--- config.mk ---
export PLATFORM = sky130hd
export DESIGN_NAME = uart_rxq_regs
export DESIGN_NICKNAME = d
export VERILOG_FILES = /design/src/rtl/uart_rxq_pkg.sv /design/src/rtl/uart_rxq_fifo.sv /design/src/rtl/uart_rxq_irq.sv /design/src/rtl/uart_rxq_regs.sv
export SDC_FILE = /design/constraint.sdc
export NUM_CORES = 1
export LEC_CHECK = 0
export ABC_CLOCK_PERIOD_IN_PS = 3800
export BUFFER_PORTS_ARGS = -buffer_cell sky130_fd_sc_hd__buf_2
export CORE_MARGIN = 10
export CORE_UTILIZATION = 54
export DETAILED_ROUTE_END_ITERATION = 8
export GPL_TIMING_DRIVEN = 0
export PLACE_DENSITY = 0.76
export SYNTH_ARGS = -nofsm -noshare
export SYNTH_HDL_FRONTEND = slang
export SYNTH_SLANG_ARGS = --single-unit
--- constraint.sdc ---
create_clock -name clk_i -period 3.8 [get_ports clk_i]
set_input_delay 0.19 -clock clk_i [delete_from_list [all_inputs] [get_ports clk_i]]
set_output_delay 0.19 -clock clk_i [all_outputs]
set_load 0.005 [all_outputs]
--- src/rtl/uart_rxq_pkg.sv ---
package uart_rxq_pkg;
  localparam int ADDR_W  = 10;
  localparam int LVL_W   = 6;

  localparam logic [ADDR_W-1:0] OFF_DATA   = 10'd0;
  localparam logic [ADDR_W-1:0] OFF_STAT   = 10'd6;
  localparam logic [ADDR_W-1:0] OFF_LPWR   = 10'd8;
  localparam logic [ADDR_W-1:0] OFF_DIVI   = 10'd9;
  localparam logic [ADDR_W-1:0] OFF_DIVF   = 10'd10;
  localparam logic [ADDR_W-1:0] OFF_LINE   = 10'd11;
  localparam logic [ADDR_W-1:0] OFF_CTRL   = 10'd12;
  localparam logic [ADDR_W-1:0] OFF_LEVEL  = 10'd13;
  localparam logic [ADDR_W-1:0] OFF_MASK   = 10'd14;
  localparam logic [ADDR_W-1:0] OFF_RAW    = 10'd15;
  localparam logic [ADDR_W-1:0] OFF_MST    = 10'd16;
  localparam logic [ADDR_W-1:0] OFF_ICLR   = 10'd17;

  localparam int LINE_QEN_BIT = 4;

  // raw interrupt vector index (2 bits), mapped to bits 5/4 on the bus
  localparam int IRQ_RX = 0;
  localparam int IRQ_TX = 1;
  localparam int IRQ_LSB = 4;

  function automatic logic [7:0] id_byte(input logic [2:0] idx);
    case (idx)
      3'd0: id_byte = 8'h11;
      3'd1: id_byte = 8'h10;
      3'd2: id_byte = 8'h14;
      3'd3: id_byte = 8'h00;
      3'd4: id_byte = 8'h0D;
      3'd5: id_byte = 8'hF0;
      3'd6: id_byte = 8'h05;
      default: id_byte = 8'hB1;
    endcase
  endfunction

  function automatic logic [LVL_W-1:0] trig_level(input logic qen, input logic [LVL_W-1:0] lvl);
    logic [LVL_W-1:0] t;
    t = {1'b0, lvl[LVL_W-1:1]} & 6'h1C;
    if (!qen || t == '0) trig_level = 6'd1;
    else trig_level = t;
  endfunction
endpackage

--- src/rtl/uart_rxq_fifo.sv ---
module uart_rxq_fifo #(
  parameter int DEPTH  = 16,
  parameter int DATA_W = 8,
  localparam int CNT_W = $clog2(DEPTH + 1),
  localparam int PTR_W = (DEPTH > 1) ? $clog2(DEPTH) : 1
) (
  input  logic              clk_i,
  input  logic              rst_ni,
  input  logic              qen_i,
  input  logic              push_i,
  input  logic [DATA_W-1:0] data_i,
  input  logic              pop_i,
  output logic              accept_o,
  output logic [DATA_W-1:0] head_o,
  output logic [CNT_W-1:0]  count_o,
  output logic [CNT_W-1:0]  mid_o
);
  logic [DATA_W-1:0] mem [DEPTH];
  logic [PTR_W-1:0]  rd_ptr;
  logic [PTR_W-1:0]  wr_idx;
  logic [CNT_W-1:0]  cap;
  logic              pop_hit;

  assign pop_hit  = pop_i && (count_o != '0);
  assign mid_o    = count_o - CNT_W'(pop_hit);
  assign cap      = qen_i ? CNT_W'(DEPTH) : CNT_W'(1);
  assign accept_o = push_i && (mid_o < cap);
  // tail slot: pointer arithmetic wraps, DEPTH is a power of two
  assign wr_idx   = rd_ptr + PTR_W'(count_o);
  assign head_o   = mem[rd_ptr];

  always_ff @(posedge clk_i or negedge rst_ni) begin
    if (!rst_ni) begin
      for (int i = 0; i < DEPTH; i++) mem[i] <= '0;
    end else if (accept_o) begin
      for (int i = 0; i < DEPTH; i++)
        if (wr_idx == PTR_W'(i)) mem[i] <= data_i;
    end
  end

  always_ff @(posedge clk_i or negedge rst_ni) begin
    if (!rst_ni) begin
      rd_ptr  <= '0;
      count_o <= '0;
    end else begin
      if (pop_hit) rd_ptr <= rd_ptr + PTR_W'(1);
      count_o <= mid_o + CNT_W'(accept_o);
    end
  end
endmodule

--- src/rtl/uart_rxq_irq.sv ---
module uart_rxq_irq #(
  parameter int NSRC = 2
) (
  input  logic            clk_i,
  input  logic            rst_ni,
  input  logic            rx_set_i,
  input  logic            rx_clr_i,
  input  logic            tx_set_i,
  input  logic            clr_we_i,
  input  logic [NSRC-1:0] clr_val_i,
  input  logic [NSRC-1:0] mask_i,
  output logic [NSRC-1:0] raw_o,
  output logic [NSRC-1:0] masked_o,
  output logic            irq_o
);
  import uart_rxq_pkg::*;
  logic [NSRC-1:0] raw_n;

  always_comb begin
    raw_n = raw_o;
    if (clr_we_i) raw_n = raw_n & ~clr_val_i;
    if (rx_clr_i) raw_n[IRQ_RX] = 1'b0;
    if (rx_set_i) raw_n[IRQ_RX] = 1'b1;
    if (tx_set_i) raw_n[IRQ_TX] = 1'b1;
  end

  always_ff @(posedge clk_i or negedge rst_ni) begin
    if (!rst_ni) raw_o <= '0;
    else raw_o <= raw_n;
  end

  assign masked_o = raw_o & mask_i;
  assign irq_o    = |masked_o;
endmodule

--- src/rtl/uart_rxq_regs.sv ---
module uart_rxq_regs #(
  parameter int DEPTH  = 16,
  parameter int DATA_W = 8,
  localparam int CNT_W = $clog2(DEPTH + 1),
  localparam int AW    = uart_rxq_pkg::ADDR_W
) (
  input  logic              clk_i,
  input  logic              rst_ni,
  input  logic [AW-1:0]     addr_i,
  input  logic              wr_en_i,
  input  logic [31:0]       wdata_i,
  input  logic              rd_en_i,
  output logic [31:0]       rdata_o,
  input  logic              rx_valid_i,
  input  logic [DATA_W-1:0] rx_byte_i,
  output logic              tx_valid_o,
  output logic [DATA_W-1:0] tx_byte_o,
  output logic              irq_o
);
  import uart_rxq_pkg::*;
  localparam int NSRC = 2;

  logic [7:0]       lpwr_q;
  logic [15:0]      divi_q;
  logic [5:0]       divf_q;
  logic [7:0]       line_q;
  logic [15:0]      ctrl_q;
  logic [LVL_W-1:0] level_q;
  logic [NSRC-1:0]  mask_q;
  logic             rxff_q, rxfe_q;

  logic              fifo_en, pop, accept, rx_hit;
  logic [DATA_W-1:0] head;
  logic [CNT_W-1:0]  fill_cnt, cnt_mid;
  logic [LVL_W-1:0]  trig;
  logic [NSRC-1:0]   ris_q, mis;
  logic              wr_data, wr_clr;
  logic [15:0]       unused_wdata;

  assign unused_wdata = wdata_i[31:16];
  assign fifo_en = line_q[LINE_QEN_BIT];
  assign pop     = rd_en_i && (addr_i == OFF_DATA);
  assign wr_data = wr_en_i && (addr_i == OFF_DATA);
  assign wr_clr  = wr_en_i && (addr_i == OFF_ICLR);
  assign trig    = trig_level(fifo_en, level_q);
  assign rx_hit  = (int'(cnt_mid) + 1 == int'(trig));

  uart_rxq_fifo #(.DEPTH(DEPTH), .DATA_W(DATA_W)) u_fifo (
    .clk_i    (clk_i),
    .rst_ni   (rst_ni),
    .qen_i    (fifo_en),
    .push_i   (rx_valid_i),
    .data_i   (rx_byte_i),
    .pop_i    (pop),
    .accept_o (accept),
    .head_o   (head),
    .count_o  (fill_cnt),
    .mid_o    (cnt_mid)
  );

  uart_rxq_irq #(.NSRC(NSRC)) u_irq (
    .clk_i     (clk_i),
    .rst_ni    (rst_ni),
    .rx_set_i  (accept && rx_hit),
    .rx_clr_i  (pop && rx_hit),
    .tx_set_i  (wr_data),
    .clr_we_i  (wr_clr),
    .clr_val_i (wdata_i[IRQ_LSB +: NSRC]),
    .mask_i    (mask_q),
    .raw_o     (ris_q),
    .masked_o  (mis),
    .irq_o     (irq_o)
  );

  // receive flags: read clears full first, an arrival may set it again
  always_ff @(posedge clk_i or negedge rst_ni) begin
    if (!rst_ni) begin
      rxff_q <= 1'b0;
      rxfe_q <= 1'b1;
    end else begin
      if (pop) rxff_q <= 1'b0;
      if (accept) begin
        rxfe_q <= 1'b0;
        if (!fifo_en || int'(cnt_mid) + 1 == DEPTH) rxff_q <= 1'b1;
      end else if (pop && cnt_mid == '0) begin
        rxfe_q <= 1'b1;
      end
    end
  end

  always_ff @(posedge clk_i or negedge rst_ni) begin
    if (!rst_ni) begin
      lpwr_q  <= '0;
      divi_q  <= '0;
      divf_q  <= '0;
      line_q  <= '0;
      ctrl_q  <= '0;
      level_q <= '0;
      mask_q  <= '0;
    end else if (wr_en_i) begin
      case (addr_i)
        OFF_LPWR:  lpwr_q  <= wdata_i[7:0];
        OFF_DIVI:  divi_q  <= wdata_i[15:0];
        OFF_DIVF:  divf_q  <= wdata_i[5:0];
        OFF_LINE:  line_q  <= wdata_i[7:0];
        OFF_CTRL:  ctrl_q  <= wdata_i[15:0];
        OFF_LEVEL: level_q <= wdata_i[LVL_W-1:0];
        OFF_MASK:  mask_q  <= wdata_i[IRQ_LSB +: NSRC];
        default: ;
      endcase
    end
  end

  always_ff @(posedge clk_i or negedge rst_ni) begin
    if (!rst_ni) begin
      tx_valid_o <= 1'b0;
      tx_byte_o  <= '0;
    end else begin
      tx_valid_o <= wr_data;
      if (wr_data) tx_byte_o <= wdata_i[DATA_W-1:0];
    end
  end

  always_comb begin
    rdata_o = '0;
    if (addr_i[AW-1:3] == '1) begin
      rdata_o[7:0] = id_byte(addr_i[2:0]);
    end else begin
      case (addr_i)
        OFF_DATA:  rdata_o[DATA_W-1:0] = head;
        OFF_STAT:  rdata_o[7:4] = {1'b1, rxff_q, 1'b0, rxfe_q};
        OFF_LPWR:  rdata_o[7:0] = lpwr_q;
        OFF_DIVI:  rdata_o[15:0] = divi_q;
        OFF_DIVF:  rdata_o[5:0] = divf_q;
        OFF_LINE:  rdata_o[7:0] = line_q;
        OFF_CTRL:  rdata_o[15:0] = ctrl_q;
        OFF_LEVEL: rdata_o[LVL_W-1:0] = level_q;
        OFF_MASK:  rdata_o[IRQ_LSB +: NSRC] = mask_q;
        OFF_RAW:   rdata_o[IRQ_LSB +: NSRC] = ris_q;
        OFF_MST:   rdata_o[IRQ_LSB +: NSRC] = mis;
        default: ;
      endcase
    end
  end
endmodule

[Yosys cells after proc, flatten, opt, wreduce, memory -nomap -nowiden]
Index checks and enable logic that the tools add are counted.
Operators by class
  add/subtract/negate cells: 5
  bitwise logic cells: 4
  $lt $le $gt $ge: 2
  reduce and logical (&&, ||, !) cells: 44
  equal/unequal tests: 35
  muxes and demuxes: 21
Operators by type and width (number)
  $eq 10x4->1 const B: 8
  $pmux 8 s7: 1
  $reduce_and 2->1: 23
  $bmux 8 s4: 1
  $eq 32x6->1: 1
  $eq 4x4->1 const B: 8
  $mux 8: 4
  $pmux 4 s7: 1
  $pmux 2 s11: 1
  $eq 10x5->1 const B: 2
  $eq 4x3->1 const B: 4
  $pmux 8 s2: 1
  $pmux 2 s6: 1
  $eq 10x3->1 const B: 1
  $logic_not 10->1: 1
  $mux 5: 2
  $eq 3x3->1 const B: 3
  $eq 4x2->1 const B: 2
  $logic_and 1x1->1: 8
  $mux 1: 8
  $eq 7x7->1 const B: 1
  $add 5x1->6 const B: 1
  $eq 3x2->1 const B: 2
  $eq 6x5->1 const B: 1
  other kinds (22): 25
Storage, ports and cells
  register bits: 212
  output and inout port bits: 42
  input bits: 55
  word-level logic and storage cells: 142

[Depth between registers and ports, before layout]
Gate-level depths: netlist (run 1).
  word-level depth: 9
  depth in mapped cells: 17
  gate-level depth less buffers: 15

[By module]
Synthesis (run 1) repeated with hierarchy kept, for this count alone.
Second synthesis, totals
  cells, all modules: 760
  area total of the unflattened synthesis: 10730.3 µm²
Modules (own cells, without submodules)
  uart_rxq_fifo: cells an instance 409, instances 1, seq. area each 3428.3 µm², area each 6627.6 µm²
  uart_rxq_regs: cells an instance 341, instances 1, seq. area each 1828.0 µm², area each 4003.8 µm²
  uart_rxq_irq: cells an instance 10, instances 1, seq. area each 50.0 µm², area each 98.8 µm²

[Least setup slack after synthesis (run 1)]
Ideal clock, no wire load.
  path kind: input -> register
  start: in addr_i[9]
  end: reg u_fifo.count_o[4]
  setup time: 0.136 ns
  arrival: 3.788 ns
  stages: 17
  path slack: -0.123 ns
  data required time: 3.664 ns
  buffers on the path: 2
  cells stage by stage: or4_4 > nor4_4 > nand4b_1 > nor2_1 > ha_1 > ha_1 > nor3b_1 > xor2_1 > ha_1 > o41ai_1 > and3b_1 > buf_6 > buf_12 > ha_1 > ha_1 > nand3_1 > xnor2_1
Between the ends
  longest elaborated chain between the ends: 7
RTL lines
  start, declared: line uart_rxq_regs.sv:9  | input logic [AW-1:0] addr_i,
  $logic_not 10->1 (*): line uart_rxq_regs.sv:42  | assign pop = rd_en_i && (addr_i == OFF_DATA);
  $logic_and 1x1->1 (*): line uart_rxq_regs.sv:42
  $logic_and 1x1->1 (*): line uart_rxq_fifo.sv:24  | assign pop_hit = pop_i && (count_o != '0);
  via u_fifo.pop_hit: line uart_rxq_fifo.sv:22  | logic pop_hit;
  $sub 5x1->5 (*): line uart_rxq_fifo.sv:25  | assign mid_o = count_o - CNT_W'(pop_hit);
  $lt 5x5->1: line uart_rxq_fifo.sv:27  | assign accept_o = push_i && (mid_o < cap);
  $logic_and 1x1->1: line uart_rxq_fifo.sv:27
  $add 5x1->5 (*): line uart_rxq_fifo.sv:47  | count_o <= mid_o + CNT_W'(accept_o);
  end signal, assigned: line uart_rxq_fifo.sv:47
  end, declared: line uart_rxq_fifo.sv:15  | output logic [CNT_W-1:0] count_o,
Mark *: on every way through the listed nets, which the timed path passes. The rest lies on a longest branch.
A chain may end at the register's enable or synchronous reset.

[Final worst setup path (run 1)]
Same ends and word-level chain as after synthesis.

==> impl_metrics.yaml, run 1 <==
critical_path:
  critPathLaunch: "addr_i[9]"
  required_ns: 4.20
  path_class: "input port to register"
  cp.arrival_ns: 4.02
  slowest_delay_ns: 0.59
  crit_family: "simple AND/OR/NAND/NOR gates"
  regToRegStartpoint: "u_fifo.count_o[3]"
  cpMostUsedCell: "ha_2"
  cp_slowest_cell: "or4_4"
  cp-end-kind: "register"
  path_max_fanout: 10
  path_buf_inv: 3
  crit_chain: "buf_2 > or4_4 > nor4_4 > nand4b_1 > nor2_1 > ha_2 > ha_4 > nor3b_4 > xor2_2 > ha_1 > o41ai_1 > and3b_2 > buf_12 > buf_12 > ha_2 > ha_2 > nand3_1 > xnor2_1"
  critPathLaunchType: "input port"
synth:
  syn_inst: 752
  synth_area_leaders: "dfrtp_1 (50%), mux2_2 (20%), mux4_2 (8.5%), buf_4 (1.5%), ha_1 (1.4%)"
  synth_top_area_cell: "dfrtp_1"
  synthesis.area_mm2: 0.0106
  yosysSeqAreaShare_pct: 50.1
  synthArstFlopShare_pct: 100
  avgSynthCellArea_um2: 14.1
  synth_cell_types: 72
  synth_top_area_share_pct: 49.8
  yosys_warnings: 0
  synth-edff-count: 0
  synth-main-ff-cell: "dfrtp_1"
  ys_ff_latch: 212
power_and_ir_drop:
  power_w: 0.00766
  leakagePower_nw: 5.76
  p_per_area_mw_per_mm2: 615
  ir_drop_v: 0.000459
hold_path:
  hold_path.startpoint: "rx_byte_i[5]"
  worstHoldPathType: "input port to register"
floorplan:
  rows: 51
  fp.dieH_um: 160
  coreArea_mm2: 0.0194
  die_w_um: 160
  start_util_pct: 54.6
  num_io_pins: 97
  dieArea_mm2: 0.0256
detailed_routing:
  ant_nets: 0
  vias: 6745
  post-route-drc-count: 0
  drt_pass1_iterations: 5
  vias_per_cell: 5.83
  wirelength_mm: 24.6
  drt_iter0_drc: 367
  wl_per_cell_um: 21.3
outcome:
  status: "completed"
clock_tree:
  htreeDepth: 1
  cts-root-buf: "clkbuf_16"
  clock_path_buffers: 3
  clk_pin_slew_ns: 0.06
  clock_latency_ns: 0.52
  cts_tree: "done"
  cts_buffers: 23
  cts_sinks: 212
placed_design:
  finalWeightedCongestion: 0.841
  dpl.cell_count: 1093
  numPortBuffers: 60
  dp_hpwl_mm: 16.5
global_route:
  antenna_found_initial: 0
  track_usage_pct: 19.1
  grt.overflow.total: 0
  grt_pass1_wl_mm: 39.7
  grt_max_degree: 111
  grt_pass1_vias: 7189
sta:
  worstMarginPinSlew_ns: 0.953
  final-hold-violation-count: 0
  setup_viol: 0
  post-route-min-period_ns: 3.62
  period_share_pct: 95.2
  rsz0062_at_grt: "true"
  max_freq_ghz: 0.277
  max_slew_margin_pct: 36.4
  slew_violations: 0
  fin_skew_ns: 0.0160
  holdWs_ns: 0.0153
job:
  max_cap_viol_count: 0
final_layout:
  area_growth_pct: 17.6
  n_antenna_cell: 0
  final_cell_mix: "dfrtp_1 (211), mux2_2 (191), buf_2 (67), mux4_2 (40), nand2_1 (35)"
  fin_nets: 945
  drive_above_1_share_pct: 46.0
  layout_commonest_cell: "dfrtp_1"
  n_fill_cell: 1472
  multiInputGateArea_mm2: 0.00504
  instances_no_fill: 1157
  regArea_mm2: 0.00531
## area by class of cell
class / instances / area share [%]
tap: 265 / 2.66
clock inverter: 9 / 1.29
clock buffer: 31 / 5.18
buffer: 59 / 3.02
sequential: 212 / 42.6
timing repair buffer: 85 / 4.54
multi-input combinational: 486 / 40.4
inverter: 10 / 0.301
## worst register-to-register path, stage by stage, from the launching register on
cell and delay, ns:
dfrtp_1 0.36, clkbuf_4 0.19, or4_1 0.50, nor2_2 0.12, nor2_1 0.07, ha_2 0.20
ha_4 0.18, nor3b_4 0.16, xor2_2 0.17, ha_1 0.30, o41ai_1 0.05, and3b_2 0.28
buf_12 0.16, buf_12 0.16, ha_2 0.19, ha_2 0.18, nand3_1 0.08, xnor2_1 0.15
## repair_timing
action / CTS / global route
resized for setup: 5 / 14
hold endpoints to repair: 169 / 0
endpoints found under the setup margin: 129 / 131
buffers inserted: 1 / 4
pin swaps: 1 / 4
hold buffers: 19 / 0
## synthesized netlist by cell type, types with 9 or more instances
| library cell | n |
|---|---|
| o21ai_0 | 11 |
| xnor2_1 | 10 |
| buf_4 | 21 |
| nor2b_1 | 9 |
| dfrtp_1 | 211 |
| nand3_1 | 10 |
| mux2_2 | 191 |
| nor2_1 | 16 |
| ha_1 | 12 |
| mux4_2 | 40 |
| a22o_1 | 10 |
| nand2_1 | 35 |
| inv_1 | 10 |
| clkbuf_1 | 21 |
| buf_2 | 11 |
## report_power, final
part           internal (W)  leakage (nW)  switching, W  total, W
Combinational       0.00111          2.61      0.000848   0.00196
Sequential          0.00295          2.75      0.000366   0.00332
Clock               0.00147         0.399      0.000915   0.00238
Total               0.00553          5.76       0.00213   0.00766
## state kept, by name (all words and copies together), names as in the netlist
name,count
u_fifo.mem,128
ctrl_q,16
divi_q,16
line_q,8
lpwr_q,8
tx_byte_o,8
divf_q,6
level_q,6
u_fifo.count_o,5
u_fifo.rd_ptr,4
mask_q,2
u_irq.raw_o,2
rxfe_q,1
rxff_q,1
tx_valid_o,1
## stage by stage
stage / util, % / setup TNS [ns] / cell area [µm²] / worst slack (ns)
3_5_place_dp: 58.4 / -77.32 / 11300 / -0.693
4_1_cts: 63.8 / 0 / 12400 / 0.0120
2_1_floorplan: - / 0 / 10700 / 0.0485
5_1_grt: 64.2 / -0.0268 / 12500 / -0.0268
6_report: 64.2 / 0 / 12500 / 0.184
3_3_place_gp: 58.2 / -293.52 / 11300 / -1.08
## cell families (layout without fill, tap and decap cells)
group | count (synthesis) | after routing | synth area share [%]
AOI/OAI and AO/OA | 65 | 65 | 4.63
xor gates and xnor gates | 20 | 20 | 2.01
adders and majority gates | 13 | 13 | 1.61
buffers and inverters | 69 | 194 | 3.68
DFF | 212 | 212 | 50.1
muxes | 238 | 238 | 29.5
other | 1 | 16 | 0.0354
and+or+nand+nor | 134 | 134 | 8.52
## layer usage
| metal | wire, µm | track usage (%) | part of all wire [%] |
|---|---|---|---|
| met5 | 0 | 0 | 0 |
| met4 | 609 | 5.59 | 2.5 |
| met3 | 1530 | 3.62 | 6.2 |
| met2 | 12400 | 33.5 | 50 |
| met1 | 10100 | 23.4 | 41 |
## final timing paths
kind | endpoint | slack, ns | cells after the start
max | u_fifo.count_o[4] | 0.18 | 18
min | u_fifo.mem[69] | 0.02 | 2
max reg2reg | u_fifo.count_o[4] | 0.20 | 17
min reg2reg | tx_byte_o[4] | 0.48 | 2
max in group asynchronous | u_fifo.mem[14] | 2.49 | 3
min in group asynchronous | level_q[5] | 0.32 | 2
No activity file was read; power rests on OpenSTA's default activity.
==> run 2: changes to the inputs <==
- ABC_AREA: default -> 1
==> impl_metrics.yaml, run 2 <==
floorplan:
  num_io_pins: 97
  coreArea_mm2: 0.0196
  dieArea_mm2: 0.0260
  start_util_pct: 55.1
  die_w_um: 161
  fp.dieH_um: 161
  rows: 51
synth:
  synthMuxAreaShare_pct: 0
  synthSimpleGateAreaFrac_pct: 29.7
  synth_compound_area_share_pct: 11.8
  ys_ff_latch: 212
  synthAdderAreaFrac_pct: 1.58
  synth-xor-area-share_pct: 0.881
  syn_inst: 1398
  synth_top_family_by_area: "simple AND/OR/NAND/NOR gates"
  synth-edff-count: 0
  synth_common_cells: "nand2_1 (441), dfrtp_1 (211), nand3_1 (162), o21ai_0 (145), nor2_1 (102)"
  synth_top_area_cell: "dfrtp_1"
  yosysSeqAreaShare_pct: 49.2
  synth_top_area_share_pct: 48.9
  avgSynthCellArea_um2: 7.72
  yosysMostFrequentCell: "nand2_1"
  yosys_warnings: 0
  synth_area_leaders: "dfrtp_1 (49%), nand2_1 (15%), nand3_1 (7.5%), o21ai_0 (6.7%), nor2_1 (3.5%)"
  synth_cell_types: 35
  synthArstFlopShare_pct: 100
  synth-main-ff-cell: "dfrtp_1"
  synthesis.area_mm2: 0.0108
critical_path:
  cp.arrival_ns: 3.98
  critPathLaunch: "u_fifo.count_o[3]"
  r2r-end: "u_fifo.count_o[4]"
  cp-end-kind: "register"
  r2r_setup_slack_ns: 0.21
  regToRegStartpoint: "u_fifo.count_o[3]"
  crit_path_end: "u_fifo.count_o[4]"
  path_max_fanout: 10
  required_ns: 4.19
  r2r_cells: 19
  path_class: "register to register"
  critPathLaunchType: "register"
placed_design:
  numPortBuffers: 55
  place_ws_ns: -0.778
  dp_hpwl_mm: 24.3
  finalWeightedCongestion: 0.986
  placed_area_mm2: 0.0115
final_layout:
  n_fill_cell: 1740
  n_antenna_cell: 0
  largest_register: "u_fifo.mem"
  post-route-util_pct: 63.7
  drive_above_1_share_pct: 11.3
  fin_nets: 1575
  layout_commonest_cell: "nand2_1"
  multiInputGateArea_mm2: 0.00482
  design_area_mm2: 0.0125
  area_growth_pct: 15.7
  largest_register_ffs: 128
  reg_top3: "u_fifo.mem: 128 flops, ctrl_q: 16 flops, divi_q: 16 flops"
  regArea_mm2: 0.00531
  final_cell_mix: "nand2_1 (441), dfrtp_1 (211), nand3_1 (162), o21ai_0 (145), nor2_1 (100)"
hold_path:
  worstHoldPathType: "input port to register"
  hold_path.startpoint: "wdata_i[7]"
detailed_routing:
  post-route-drc-count: 0
  vias_per_cell: 5.73
  drt_iter0_drc: 948
  vias: 10259
  wl_per_cell_um: 19.4
  ant_nets: 0
  drt_pass1_iterations: 7
  wirelength_mm: 34.8
clock_tree:
  cts_sinks: 212
  clock_path_buffers: 3
  cts-root-buf: "clkbuf_16"
  clock_latency_ns: 0.53
  cts_buffers: 24
  htreeDepth: 1
  clk_pin_slew_ns: 0.06
  cts_tree: "done"
sta:
  slew_violations: 0
  fin_tns_setup_ns: 0
  fin_skew_ns: 0.0242
  fin_ws_ns: 0.208
  max_slew_margin_pct: 24.3
  max_freq_ghz: 0.278
  setup_viol: 0
  post-route-min-period_ns: 3.59
  period_share_pct: 94.5
  worstMarginPinSlew_ns: 1.12
  rsz0062_at_grt: "false"
  final-hold-violation-count: 0
power_and_ir_drop:
  leakagePower_nw: 6.53
  ir_drop_v: 0.000346
  p_per_area_mw_per_mm2: 435
global_route:
  grt.overflow.total: 0
  track_usage_pct: 26.1
  grt_pass1_vias: 10058
  grt_max_degree: 116
  antenna_found_initial: 0
  grt_pass1_wl_mm: 54.6
job:
  max_cap_viol_count: 0
outcome:
  status: "completed"
-- run 2: cell count changes in the layout (fill, tap and decap cells not counted), moves of 24 or more --
| cell | delta |
|---|---|
| nand2_1 | +406 |
| mux2_2 | -191 |
| nand3_1 | +152 |
| o21ai_0 | +134 |
| nor2_1 | +85 |
| inv_1 | +67 |
| a21oi_1 | +41 |
| mux4_2 | -40 |
| o211ai_1 | +24 |
-- run 2: worst max-delay path: stages (launching register included) --
cell     delay (ns)
dfrtp_1        0.45
nor2_2         0.17
nand3_1        0.10
o21ai_2        0.17
inv_2          0.09
ha_2           0.20
ha_2           0.21
nand2_1        0.08
nand2_1        0.05
nand2_1        0.10
inv_1          0.10
ha_1           0.28
and2_1         0.19
nor2_4         0.18
buf_4          0.21
buf_4          0.21
ha_1           0.20
ha_1           0.19
nand3_1        0.11
xor2_1         0.16
-- run 2: timing repair --
action,CTS,global route
buffers inserted,1,1
endpoints found under the hold margin,114,0
gates resized for setup,2,8
endpoints found under the setup margin,4,101
hold buffers,10,0
pin swaps,1,2
-- run 2: cell type report --
cell class / instances / share of cell area (%)
clock inverter: 10 / 1.02
inverter: 82 / 2.49
buffer: 89 / 3.50
clock buffer: 34 / 5.77
tap: 265 / 2.66
sequential: 212 / 42.5
timing repair buffer: 68 / 3.43
multi-input combinational: 1030 / 38.6
-- run 2: per-stage QoR --
step           instances  hold slack (ns)  total power (W)
5_1_grt             1790           0.0823          0.00558
2_1_floorplan       1413           -0.106          0.00274
4_1_cts             1789           0.0496          0.00542
6_report            1790           0.0599          0.00542
3_5_place_dp        1734            0.277          0.00297
3_3_place_gp        1733            0.448          0.00295
-- run 2: where the power goes --
group | switching [W] | leakage [nW] | internal, W
clock network | 0.000948 | 0.421 | 0.00152
logic | 0.000471 | 3.31 | 0.000159
registers | 0.0000295 | 2.80 | 0.00230
total | 0.00145 | 6.53 | 0.00397
-- run 2: worst min path at each step --
stage                     endpoint  cells after the start
global route          tx_byte_o[6]                      3
global placement    u_fifo.mem[95]                      2
floorplan                ctrl_q[0]                      0
CTS                   tx_byte_o[7]                      3
detailed placement  u_fifo.mem[86]                      1
finish                   ctrl_q[7]                      3
-- run 2: kinds of logic (layout without fill, tap and decap cells) --
family                   after synthesis  in the layout
AO/OA/AOI/OAI                        233            233
XOR/XNOR                              10             10
adder cells (fa/ha/maj)               13             13
buffers and inverters                171            283
flip-flops                           212            212
other                                  1             16
AND/OR/NAND/NOR                      758            758
-- run 2: layer usage --
layer	track usage (%)	routed length [µm]
met5	0	0
met4	11.4	1530
met3	5.13	3040
met2	43.1	16300
met1	32.7	13900
